--- src/rtl/dref_pkg.sv ---
package dref_pkg;
  localparam int SEQ_W = 4;
  typedef logic [SEQ_W-1:0] seq_len_t;

  // refresh cycle length in bus clocks for each 2-bit code
  function automatic seq_len_t cyc_len(input logic [1:0] code);
    case (code)
      2'b00:   cyc_len = seq_len_t'(8);
      2'b01:   cyc_len = seq_len_t'(6);
      2'b10:   cyc_len = seq_len_t'(5);
      default: cyc_len = seq_len_t'(4);
    endcase
  endfunction
endpackage

--- src/rtl/dref_interval.sv ---
module dref_interval #(
  parameter int CNT_W = 8,
  parameter int PRE_W = 2
) (
  input  logic             clk,
  input  logic             rst_n,
  input  logic             en,
  input  logic             tick,
  input  logic [CNT_W-1:0] count,
  output logic             expire
);
  localparam int TOT_W = CNT_W + PRE_W;
  localparam logic [TOT_W-1:0] ONE = TOT_W'(1);

  logic [TOT_W-1:0] cnt_q, cnt_d, limit;

  // limit = (count+1)*2^PRE_W - 1, so the match spans (count+1)*4 ticks
  assign limit  = {count, {PRE_W{1'b1}}};
  assign expire = en & tick & (cnt_q >= limit);

  always_comb begin
    cnt_d = cnt_q;
    if (!en)          cnt_d = '0;
    else if (expire)  cnt_d = '0;
    else if (tick)    cnt_d = cnt_q + ONE;
  end

  always_ff @(posedge clk or negedge rst_n) begin
    if (!rst_n) cnt_q <= '0;
    else        cnt_q <= cnt_d;
  end
endmodule

--- src/rtl/dref_request.sv ---
module dref_request (
  input  logic clk,
  input  logic rst_n,
  input  logic en,
  input  logic expire,
  input  logic start,
  output logic req,
  output logic missed
);
  logic req_q, req_d, miss_q, miss_d;

  always_comb begin
    req_d  = en & ((req_q & ~start) | expire);
    miss_d = en & (miss_q | (expire & req_q & ~start));
  end

  always_ff @(posedge clk or negedge rst_n) begin
    if (!rst_n) begin
      req_q  <= 1'b0;
      miss_q <= 1'b0;
    end else begin
      req_q  <= req_d;
      miss_q <= miss_d;
    end
  end

  assign req    = req_q;
  assign missed = miss_q;
endmodule

--- src/rtl/dref_sequencer.sv ---
module dref_sequencer
  import dref_pkg::*;
#(
  parameter int NUM_RAS = 4,
  parameter int NUM_CAS = 4
) (
  input  logic               clk,
  input  logic               rst_n,
  input  logic               start,
  input  logic [1:0]         cyc_code,
  output logic               busy,
  output logic [NUM_RAS-1:0] ras_n,
  output logic [NUM_CAS-1:0] cas_n
);
  logic     busy_q, busy_d;
  seq_len_t phase_q, phase_d, last_q, last_d;
  logic     cas_on_d, ras_on_d;
  logic [NUM_RAS-1:0] ras_q;
  logic [NUM_CAS-1:0] cas_q;

  always_comb begin
    busy_d  = busy_q;
    phase_d = phase_q;
    last_d  = last_q;
    if (start) begin
      busy_d  = 1'b1;
      phase_d = '0;
      last_d  = cyc_len(cyc_code) - seq_len_t'(1);
    end else if (busy_q) begin
      if (phase_q == last_q) begin
        busy_d  = 1'b0;
        phase_d = '0;
      end else begin
        phase_d = phase_q + seq_len_t'(1);
      end
    end
  end

  // column first, row one clock later, both released in the last clock
  always_comb begin
    cas_on_d = busy_d & (phase_d != last_d);
    ras_on_d = busy_d & (phase_d != '0) & (phase_d != last_d);
  end

  always_ff @(posedge clk or negedge rst_n) begin
    if (!rst_n) begin
      busy_q  <= 1'b0;
      phase_q <= '0;
      last_q  <= '0;
      cas_q   <= '1;
      ras_q   <= '1;
    end else begin
      busy_q  <= busy_d;
      phase_q <= phase_d;
      last_q  <= last_d;
      cas_q   <= {NUM_CAS{~cas_on_d}};
      ras_q   <= {NUM_RAS{~ras_on_d}};
    end
  end

  assign busy  = busy_q;
  assign ras_n = ras_q;
  assign cas_n = cas_q;
endmodule

--- src/rtl/dref_timer.sv ---
module dref_timer #(
  parameter int CNT_W   = 8,
  parameter int PRE_W   = 2,
  parameter int NUM_RAS = 4,
  parameter int NUM_CAS = 4
) (
  input  logic               clk,
  input  logic               rst_n,
  input  logic               ref_tick,
  input  logic [CNT_W-1:0]   cfg_count,
  input  logic               cfg_enable,
  input  logic [1:0]         cfg_cycle,
  input  logic               grant,
  output logic               refresh_req,
  output logic               busy,
  output logic               missed,
  output logic [NUM_RAS-1:0] ras_n,
  output logic [NUM_CAS-1:0] cas_n
);
  logic [1:0] rst_sync_q;
  logic       rst_s;
  logic       expire, start;

  // asynchronous assert, synchronous release
  always_ff @(posedge clk or negedge rst_n) begin
    if (!rst_n) rst_sync_q <= 2'b00;
    else        rst_sync_q <= {rst_sync_q[0], 1'b1};
  end
  assign rst_s = rst_sync_q[1];

  assign start = refresh_req & grant & ~busy;

  dref_interval #(.CNT_W(CNT_W), .PRE_W(PRE_W)) u_interval (
    .clk(clk), .rst_n(rst_s), .en(cfg_enable), .tick(ref_tick),
    .count(cfg_count), .expire(expire)
  );

  dref_request u_request (
    .clk(clk), .rst_n(rst_s), .en(cfg_enable), .expire(expire),
    .start(start), .req(refresh_req), .missed(missed)
  );

  dref_sequencer #(.NUM_RAS(NUM_RAS), .NUM_CAS(NUM_CAS)) u_seq (
    .clk(clk), .rst_n(rst_s), .start(start), .cyc_code(cfg_cycle),
    .busy(busy), .ras_n(ras_n), .cas_n(cas_n)
  );
endmodule

--- config.mk ---
export PLATFORM = sky130hd
export DESIGN_NAME = dref_timer
export DESIGN_NICKNAME = d
export VERILOG_FILES = /design/src/rtl/dref_pkg.sv /design/src/rtl/dref_interval.sv /design/src/rtl/dref_request.sv /design/src/rtl/dref_sequencer.sv /design/src/rtl/dref_timer.sv
export SDC_FILE = /design/constraint.sdc
export NUM_CORES = 1
export LEC_CHECK = 0
export ABC_CLOCK_PERIOD_IN_PS = 800
export BUFFER_PORTS_ARGS = -buffer_cell sky130_fd_sc_hd__buf_2
export CORE_MARGIN = 4
export CORE_UTILIZATION = 50
export CTS_CLUSTER_DIAMETER = 120
export DETAILED_ROUTE_END_ITERATION = 6
export PLACE_DENSITY = 0.73
export SETUP_SLACK_MARGIN = 0.2
export SYNTH_ARGS = -nofsm -noshare
export SYNTH_HDL_FRONTEND = slang
export SYNTH_SLANG_ARGS = --single-unit
--- constraint.sdc ---
create_clock -name clk -period 0.8 [get_ports clk]
set_input_delay 0.16 -clock clk [delete_from_list [all_inputs] [get_ports clk]]
set_output_delay 0.16 -clock clk [all_outputs]
set_load 0.03 [all_outputs]
==> results of run 1 <==
==> kinds of logic (layout without fill, tap and decap cells) <==
family,count (synthesis),count (layout),share of synthesized area [%]
and+or+nand+nor,50,50,18.5
AOI/OAI and AO/OA,48,48,20.1
DFF,25,25,39.0
buffers and inverters,24,109,7.78
adders and majority gates,12,12,9.33
xor gates and xnor gates,8,8,4.35
other,1,1,0.233
muxes,1,1,0.622
==> worst paths after layout <==
kind                                                  from                         endpoint  slack (ns)  cells after the start
min in group clk                                cfg_enable       u_request.missed$_DFF_PN0_        0.20                      3
min reg2reg                        rst_sync_q[1]$_DFF_PN0_        u_seq.last_q[1]$_DFF_PN0_        0.20                      1
max                        u_interval.cnt_q[4]$_DFFE_PN0P_  u_interval.cnt_q[6]$_DFFE_PN0P_       -1.24                      8
max in group asynchronous          rst_sync_q[1]$_DFF_PN0_         u_seq.ras_n[0]$_DFF_PN1_        0.38                      1
max reg2reg                u_interval.cnt_q[4]$_DFFE_PN0P_  u_interval.cnt_q[6]$_DFFE_PN0P_       -1.24                      8
min                                                  rst_n          rst_sync_q[0]$_DFF_PN0_        0.09                      2
==> per-stage QoR <==
step	hold slack [ns]	total power [mW]
2_1_floorplan	-0.136	1.42
3_3_place_gp	-0.0561	1.53
3_5_place_dp	-0.0517	1.54
4_1_cts	0.0995	2.17
5_1_grt	0.100	2.33
6_report	0.0895	2.24
==> registers in the layout, indices dropped and copies added, names as in the netlist <==
signal	flops
rst_sync_q	2
u_interval.cnt_q	10
u_request.missed	1
u_request.req	1
u_seq.busy	1
u_seq.cas_n	1
u_seq.last_q	4
u_seq.phase_q	4
u_seq.ras_n	1
==> area by class of cell <==
class | instances | area, um2 | area share, %
clock inverters | 1 | 5.00 | 0.183
multi-input cells | 120 | 1190 | 43.7
well taps | 44 | 55.1 | 2.02
clock buffers | 3 | 22.5 | 0.825
flip-flops and latches | 25 | 634 | 23.2
inverters | 14 | 52.6 | 1.92
repair buffers | 91 | 768 | 28.1
==> layer usage <==
layer  wire (um)  vias up  track usage, %
li1            -      767               -
met1        2310      863            28.0
met2        2970      125            40.7
met3         490       26            4.33
met4         197        0            7.65
met5           0        -               0
==> power by group <==
part,switching [mW],total [mW],internal (mW)
combinational,0.175,0.322,0.147
sequential,0.0108,1.29,1.28
clock,0.443,0.631,0.188
total,0.629,2.24,1.62
==> cells in the final DEF, fill, tap and decap left out, types with 4 or more instances in the layout <==
cell type / n
buf_4: 47
a21oi_2: 5
a21o_1: 6
inv_1: 13
nor3b_2: 5
nor2_1: 4
dfrtp_1: 18
nand3_2: 4
ha_1: 6
buf_2: 14
o21ai_0: 5
buf_6: 28
and3_1: 5
dfrtp_2: 5
ha_4: 5
nand2_1: 11
o21ai_2: 10
==> repair_timing <==
item / in CTS / in global routing
hold endpoints to repair: 2 / 0
pin swaps: 16 / 24
gates cloned: 1 / 0
hold buffers: 1 / 0
buffers inserted: 4 / 11
gates resized for setup: 58 / 39
setup endpoints to repair: 34 / 34
==> qor.txt, run 1 <==
Final Hold Fails = 0
Total power divided by cell area = 822 mW/mm2
Final Critical Period = 2.04 ns
Setup_tns = -25.93 ns
DRC viols = 0
Failing checks = negative setup slack
GRT Resource Usage Total = 23.1%
CP endpoint kind = flip-flop
Via-per-instance ratio = 5.98
Full die area = 0.00419 mm2
Clock Path Buffers = 2
Slowest stage delay, CP = 0.47 ns
Area after DPL = 0.00215 mm2
Ant diodes = 0
DP Cell Count = 277
First-pass GRT wire length = 7.39 mm
Post-synth top area share = 35.8%
Initial antenna violation count = 0
CTS root buf = clkbuf_4
Post-synth EDFFs = 0
DRT antenna net count = 0
Post-Synthesis Cell Area = 0.00161 mm2
Starting Density = 52.3%
Clock sinks = 25
CP max-delay cell = dfrtp_1
Largest net degree at the start of global routing = 15
Pre-CTS setup slack = -1.17 ns
Grt ovf = 0
DR pass1 iterations = 5
Setup slack after layout = -1.24 ns
Post-synthesis sequential area ratio = 39.0%
Post-synthesis register bit count = 25
Slew Viols, Final = 0
Row count = 20
Main area contributors after synthesis = dfrtp_1 (36%), ha_1 (9.3%), o21ai_0 (4.7%)
Status = finished with violations
Filler instances = 122
DR WL/cell = 20.0 um
Post-synth top cells = dfrtp_1 (23), nand2_1 (15), o21ai_0 (15), inv_1 (14), ha_1 (12)
Vias = 1781
Post-synth net total = 196
Number of global-route vias before repair = 1600
Drt total wl = 5.97 mm
CP delay by family, top = compound AO/OA/AOI/OAI gates
Clock Skew = 0.0141 ns
Synth warnings = 0
Crit share post-route = 255%
Starting DRT DRC Count = 166
Mean Syn Cell Area = 9.52 um2
Crit Path Class = reg -> reg
H-tree levels = 1
Fin area = 0.00273 mm2
CTS Buf Count = 3
Post-DP HPWL = 3.10 mm
Core ar. = 0.00308 mm2
RSZ-0062 raised after global routing = true
Max cap viols = 0
Asr flop ratio synth = 100%
Peak VDD IR = 1.03 mV
Worst Path Arrival = 2.34 ns
Util after Layout = 88.7%
Ys flop type = dfrtp_1
Layout cell share with drive strength beyond 1 = 62.2%
I/O pins = 26
Port Buffers = 25
CTS tree = built
CP cell instances = ha_4, a21oi_2, o22ai_2, o2111ai_2, nand4_1, buf_6, nor3b_4, a21o_1
Reg clk slew, reported paths = 0.16 ns
Worst path bufs/invs = 1
Fmax = 491 MHz
Worst path required time = 1.10 ns
Worst-Skew Late Latency = 0.34 ns
Worst Setup Start Kind = flip-flop
Netlist cell types = 46
Setup violators final = 34
P&R area growth vs syn = 69.7%
Area leader, netlist = dfrtp_1
Final Non-Filler Cells = 298
Die Wd = 64.7 um
Critical path peak fanout = 6
Chip Height = 64.7 um
Hold crit path type = in -> async
Nets@finish = 282
Most frequent cell after synthesis = dfrtp_1
GP Congestion = 0.875
Leak pwr = 1.38 nW
Cells after Synth = 169
(Power assumes the default switching activity.)
==> run 2: changes to the inputs <==
--- a/config.mk
+++ b/config.mk
@@ -11,7 +11,7 @@
 export CORE_UTILIZATION = 50
 export CTS_CLUSTER_DIAMETER = 120
 export DETAILED_ROUTE_END_ITERATION = 6
-export PLACE_DENSITY = 0.73
+export PLACE_DENSITY = 0.75
 export SETUP_SLACK_MARGIN = 0.2
 export SYNTH_ARGS = -nofsm -noshare
 export SYNTH_HDL_FRONTEND = slang
==> qor.txt, run 2 (synthesis gave the netlist of run 1 again) <==
Status = finished with violations
Failing checks = negative setup slack
Setup slack after layout = -1.25 ns
Most flops, register = u_interval.cnt_q
Leak pwr = 1.33 nW
DR WL/cell = 19.4 um
I/O pins = 26
Combinational power share = 14.2%
Clock power share = 27.2%
CP endpoint kind = flip-flop
Worst-Skew Late Latency = 0.32 ns
Layout cell share with drive strength beyond 1 = 58.8%
Worst Setup Start Kind = flip-flop
DP Cell Count = 273
Worst Path Arrival = 2.32 ns
Drt total wl = 5.59 mm
Ant diodes = 0
Core ar. = 0.00308 mm2
Chip Height = 64.7 um
Final Hold Fails = 0
Starting DRT DRC Count = 164
CP cell instances = ha_4, a21oi_2, o22ai_2, o2111ai_2, nand4_1, buf_4, buf_6, o21ai_2, a21o_1
Grt ovf = 0
Commonest cells after routing, fill and taps aside = buf_4 (44), buf_6 (21), dfrtp_1 (18)
Starting Density = 52.3%
Largest net degree at the start of global routing = 24
Reg clk slew, reported paths = 0.15 ns
Worst path required time = 1.07 ns
GRT Resource Usage Total = 27.2%
Psw = 582 uW
Setup_tns = -26.23 ns
Row count = 20
RSZ-0062 raised after global routing = true
GP Congestion = 0.921
Final Critical Period = 2.05 ns
Crit Path Class = reg -> reg
DR pass1 iterations = 4
Clock Skew = 0.00923 ns
Biggest regs = u_interval.cnt_q: 10 flops, u_seq.last_q: 4 flops, u_seq.phase_q: 4 flops
Final Non-Filler Cells = 289
Die Wd = 64.7 um
Total power divided by cell area = 844 mW/mm2
CTS tree = built
H-tree levels = 1
Clock sinks = 25
Via-per-instance ratio = 5.92
Most common cell after layout, fill and taps aside = buf_4
CTS root buf = clkbuf_4
First-pass GRT wire length = 8.73 mm
CTS Buf Count = 3
Hold crit path type = in -> async
Number of global-route vias before repair = 1833
CP max-delay cell = dfrtp_1
Full die area = 0.00419 mm2
Max reg flops = 10
Seq pwr share = 58.7%
Slew Viols, Final = 0
Hold Slack = 0.119 ns
Post-DP HPWL = 3.35 mm
Port Buffers = 25
DRC viols = 0
Clock Path Buffers = 2
Slowest stage delay, CP = 0.45 ns
Peak VDD IR = 1.07 mV
Setup violators final = 34
P&R area growth vs syn = 62.1%
Critical path peak fanout = 5
Vias = 1711
Nets@finish = 273
Pre-CTS setup slack = -1.20 ns
Crit share post-route = 256%
Sw frac = 26.5%
Internal power = 1.62 mW
Initial antenna violation count = 0
DRT antenna net count = 0
Fmax = 488 MHz
Max cap viols = 0
## run 2: changes by cell type in the layout (fill, tap and decap cells not counted), sizes merged
| cell | delta |
|---|---|
| clkinv | -1 |
| buf | -9 |
| clkbuf | +1 |
## run 2: final timing paths
check | from | depth (start not counted) | endpoint | slack [ns]
worst max-delay path | u_interval.cnt_q[4]$_DFFE_PN0P_ | 9 | u_interval.cnt_q[7]$_DFFE_PN0P_ | -1.25
worst min-delay path | rst_n | 2 | rst_sync_q[1]$_DFF_PN0_ | 0.12
worst max register to register | u_interval.cnt_q[4]$_DFFE_PN0P_ | 9 | u_interval.cnt_q[7]$_DFFE_PN0P_ | -1.25
worst min register to register | rst_sync_q[1]$_DFF_PN0_ | 1 | u_seq.busy$_DFF_PN0_ | 0.22
max in group asynchronous | rst_sync_q[1]$_DFF_PN0_ | 1 | u_seq.ras_n[0]$_DFF_PN1_ | 0.36
min in group clk | cfg_enable | 3 | u_request.missed$_DFF_PN0_ | 0.23
## run 2: routing by layer
metal  track usage (%)  share of wire [%]  vias up  wire length, um
met5                 0                  0        -                0
li1                  -                  -      753                -
met2              49.9                 51       93             2870
met1              31.0                 39      837             2170
met4              11.1                3.7        0              207
met3              4.51                6.2       28              346
## run 2: per-stage QoR
step,power (mW),cell area (um2),utilization [%]
6_report,2.20,2610,84.8
5_1_grt,2.29,2610,84.8
2_1_floorplan,1.42,1710,-
3_5_place_dp,1.55,2130,69.3
4_1_cts,2.18,2440,79.4
3_3_place_gp,1.53,2130,69.3
## run 2: layout make-up
type                            instances  area (um2)
Timing Repair Buffer                   82         682
Fill cell                             156         469
Inverter                               14        52.6
Sequential cell                        25         634
Clock buffer                            4        26.3
Tap cell                               44        55.1
Multi-Input combinational cell        120        1160
## run 2: power by group through the flow
stage / clock network [mW] / logic, mW / registers, mW
global placement: 0 / 0.216 / 1.31
floorplan: 0 / 0.0934 / 1.33
finish: 0.598 / 0.313 / 1.29
detailed placement: 0 / 0.233 / 1.31
CTS: 0.607 / 0.280 / 1.29
global route: 0.647 / 0.345 / 1.29
## run 2: what timing repair did
action / CTS / global route
hold endpoints to repair: 2 / 0
buffers inserted: 5 / 5
gates cloned: 1 / 0
pin swaps: 11 / 11
endpoints found under the setup margin: 34 / 34
hold buffers: 1 / 0
gates resized for setup: 54 / 29
## run 2: critical path, delay by kind of cell (launching register included)
family	cells	cell delay (ns)
adders and majority gates	1	0.27
buffers and inverters	2	0.31
DFF	1	0.45
AOI/OAI and AO/OA	5	0.76
and+or+nand+nor	1	0.21
==> run 3: changes to the inputs <==
--- a/config.mk
+++ b/config.mk
@@ -5,13 +5,13 @@
 export SDC_FILE = /design/constraint.sdc
 export NUM_CORES = 1
 export LEC_CHECK = 0
-export ABC_CLOCK_PERIOD_IN_PS = 800
+export ABC_CLOCK_PERIOD_IN_PS = 2300
 export BUFFER_PORTS_ARGS = -buffer_cell sky130_fd_sc_hd__buf_2
 export CORE_MARGIN = 4
 export CORE_UTILIZATION = 50
 export CTS_CLUSTER_DIAMETER = 120
 export DETAILED_ROUTE_END_ITERATION = 6
-export PLACE_DENSITY = 0.75
+export PLACE_DENSITY = 0.72
 export SETUP_SLACK_MARGIN = 0.2
 export SYNTH_ARGS = -nofsm -noshare
 export SYNTH_HDL_FRONTEND = slang
==> constraint.sdc (replaced) <==
create_clock -name clk -period 2.3 [get_ports clk]
set_input_delay 0.46 -clock clk [delete_from_list [all_inputs] [get_ports clk]]
set_output_delay 0.46 -clock clk [all_outputs]
set_load 0.03 [all_outputs]
==> qor.txt, run 3 (synthesis gave the netlist of run 1 again) <==
Fin area = 0.00183 mm2
Biggest regs = u_interval.cnt_q: 10 flops, u_seq.last_q: 4 flops, u_seq.phase_q: 4 flops
Largest net degree at the start of global routing = 24
Clock Path Buffers = 2
Worst Reg2Reg Path Length in Cells = 7
GRT Resource Usage Total = 16.3%
Worst Setup Start Kind = flip-flop
Starting Density = 52.3%
Reg-to-Reg Start = u_seq.phase_q[0]$_DFF_PN0_
Peak VDD IR = 0.404 mV
Post-CTS setup buffer count = 0
Slew Viols, Final = 0
Worst-Skew Late Latency = 0.32 ns
Final Non-Filler Cells = 239
Full die area = 0.00419 mm2
Area after DPL = 0.00176 mm2
Post-DP HPWL = 2.51 mm
Most flops, register = u_interval.cnt_q
Fmax = 493 MHz
Chip Height = 64.7 um
Final Critical Period = 2.03 ns
Layout cell share with drive strength beyond 1 = 27.7%
Final Hold Fails = 0
Max reg flops = 10
Leak pwr = 0.977 nW
Ant diodes = 0
Most common cell after layout, fill and taps aside = buf_2
Slew HR = 40.1%
Crit share post-route = 88.3%
Worst Hold Endpoint = rst_sync_q[1]$_DFF_PN0_
Max cap viols = 0
Vias = 1309
Pre-CTS setup slack = 0.182 ns
Clock Skew = 0.00552 ns
CTS tree = built
Starting DRT DRC Count = 68
Final Total Pwr = 701 uW
DRC viols = 0
Reg-to-reg slack, setup = 0.27 ns
RSZ-0062 raised after global routing = true
Hold Path Origin = rst_sync_q[0]$_DFF_PN0_
DRT antenna net count = 0
First-pass GRT wire length = 5.35 mm
Hold crit path type = reg -> reg
Worst path required time = 2.56 ns
Reg clk slew, reported paths = 0.13 ns
Crit Path Class = reg -> reg
Critical R2R Capture = u_seq.ras_n[0]$_DFF_PN1_
CTS root buf = clkbuf_4
Core ar. = 0.00308 mm2
Row count = 20
Die Wd = 64.7 um
Worst Path Arrival = 2.29 ns
DP Cell Count = 234
Clock sinks = 25
Initial antenna violation count = 0
Port Buffers = 25
Util after Layout = 59.3%
Setup_tns = 0 ns
Setup violators final = 0
CTS Buf Count = 3
Critical path peak fanout = 3
P&R area growth vs syn = 13.5%
Status = finished, final reports clean
GP Congestion = 1.01
Hold Slack = 0.371 ns
Hold path depth = 0
Filler instances = 272
I/O pins = 26
Nets@finish = 223
Worst-Margin Slew = 0.898 ns
Drt total wl = 3.25 mm
H-tree levels = 1
Commonest cells after routing, fill and taps aside = buf_2 (25), dfrtp_1 (23), o21ai_0 (15)
Grt ovf = 0
Number of global-route vias before repair = 1224
DR WL/cell = 13.6 um
Setup slack after layout = 0.270 ns
Total power divided by cell area = 384 mW/mm2
CP endpoint kind = flip-flop
Via-per-instance ratio = 5.48
DR pass1 iterations = 4
[run 3: changes by cell type in the layout (fill, tap and decap cells not counted), moves of 6 or more]
cell,before,now
buf_6,21,0
o21ai_0,6,15
nor3b_2,6,0
nor3b_1,0,6
buf_4,44,6
o21ai_2,7,0
buf_2,14,25
[run 3: final cells by class]
type / instances / area [um2] / share of cell area [%]
timing repair buffer: 32 / 180 / 9.87
multi-input combinational: 120 / 883 / 48.4
sequential: 25 / 628 / 34.4
tap: 44 / 55.1 / 3.02
inverter: 14 / 52.6 / 2.88
clock buffer: 4 / 26.3 / 1.44
[run 3: worst max-delay path: stages (launching register included)]
cell and delay (ns):
dfrtp_1 0.42, ha_2 0.21, xor2_2 0.16, a22oi_2 0.21, nor2_1 0.06, a221o_1 0.33, or4_4 0.49, nand3_2 0.09
[run 3: worst max path at each step]
stage | from | endpoint | slack, ns | cells past startpoint
final | u_seq.phase_q[0]$_DFF_PN0_ | u_seq.ras_n[0]$_DFF_PN1_ | 0.27 | 7
after global routing | u_seq.phase_q[0]$_DFF_PN0_ | u_seq.cas_n[0]$_DFF_PN1_ | 0.19 | 6
after CTS | u_seq.phase_q[0]$_DFF_PN0_ | u_seq.ras_n[0]$_DFF_PN1_ | 0.25 | 7
after detailed placement | cfg_count[5] | u_interval.cnt_q[5]$_DFFE_PN0P_ | 0.18 | 9
after global placement | cfg_count[5] | u_interval.cnt_q[3]$_DFFE_PN0P_ | 0.25 | 9
after floorplan | cfg_count[5] | u_interval.cnt_q[7]$_DFFE_PN0P_ | 0.26 | 8
[run 3: per-layer routing]
metal | wire length (um) | track usage [%]
met1 | 1480 | 20.7
met2 | 1570 | 26.8
met3 | 161 | 3.99
met4 | 44 | 5.54
met5 | 0 | 0
[run 3: power by group]
part           total [mW]  switching, mW  internal (mW)  leakage (nW)
logic              0.0547         0.0300         0.0246         0.625
registers           0.455         0.0107          0.445         0.336
clock network       0.191          0.123         0.0679        0.0150
total               0.701          0.164          0.537         0.977
[run 3: repair_timing]
action	4_1_cts	5_1_grt
hold endpoints to repair	2	0
resized for setup	0	6
setup endpoints to repair	0	7
hold buffers	1	0
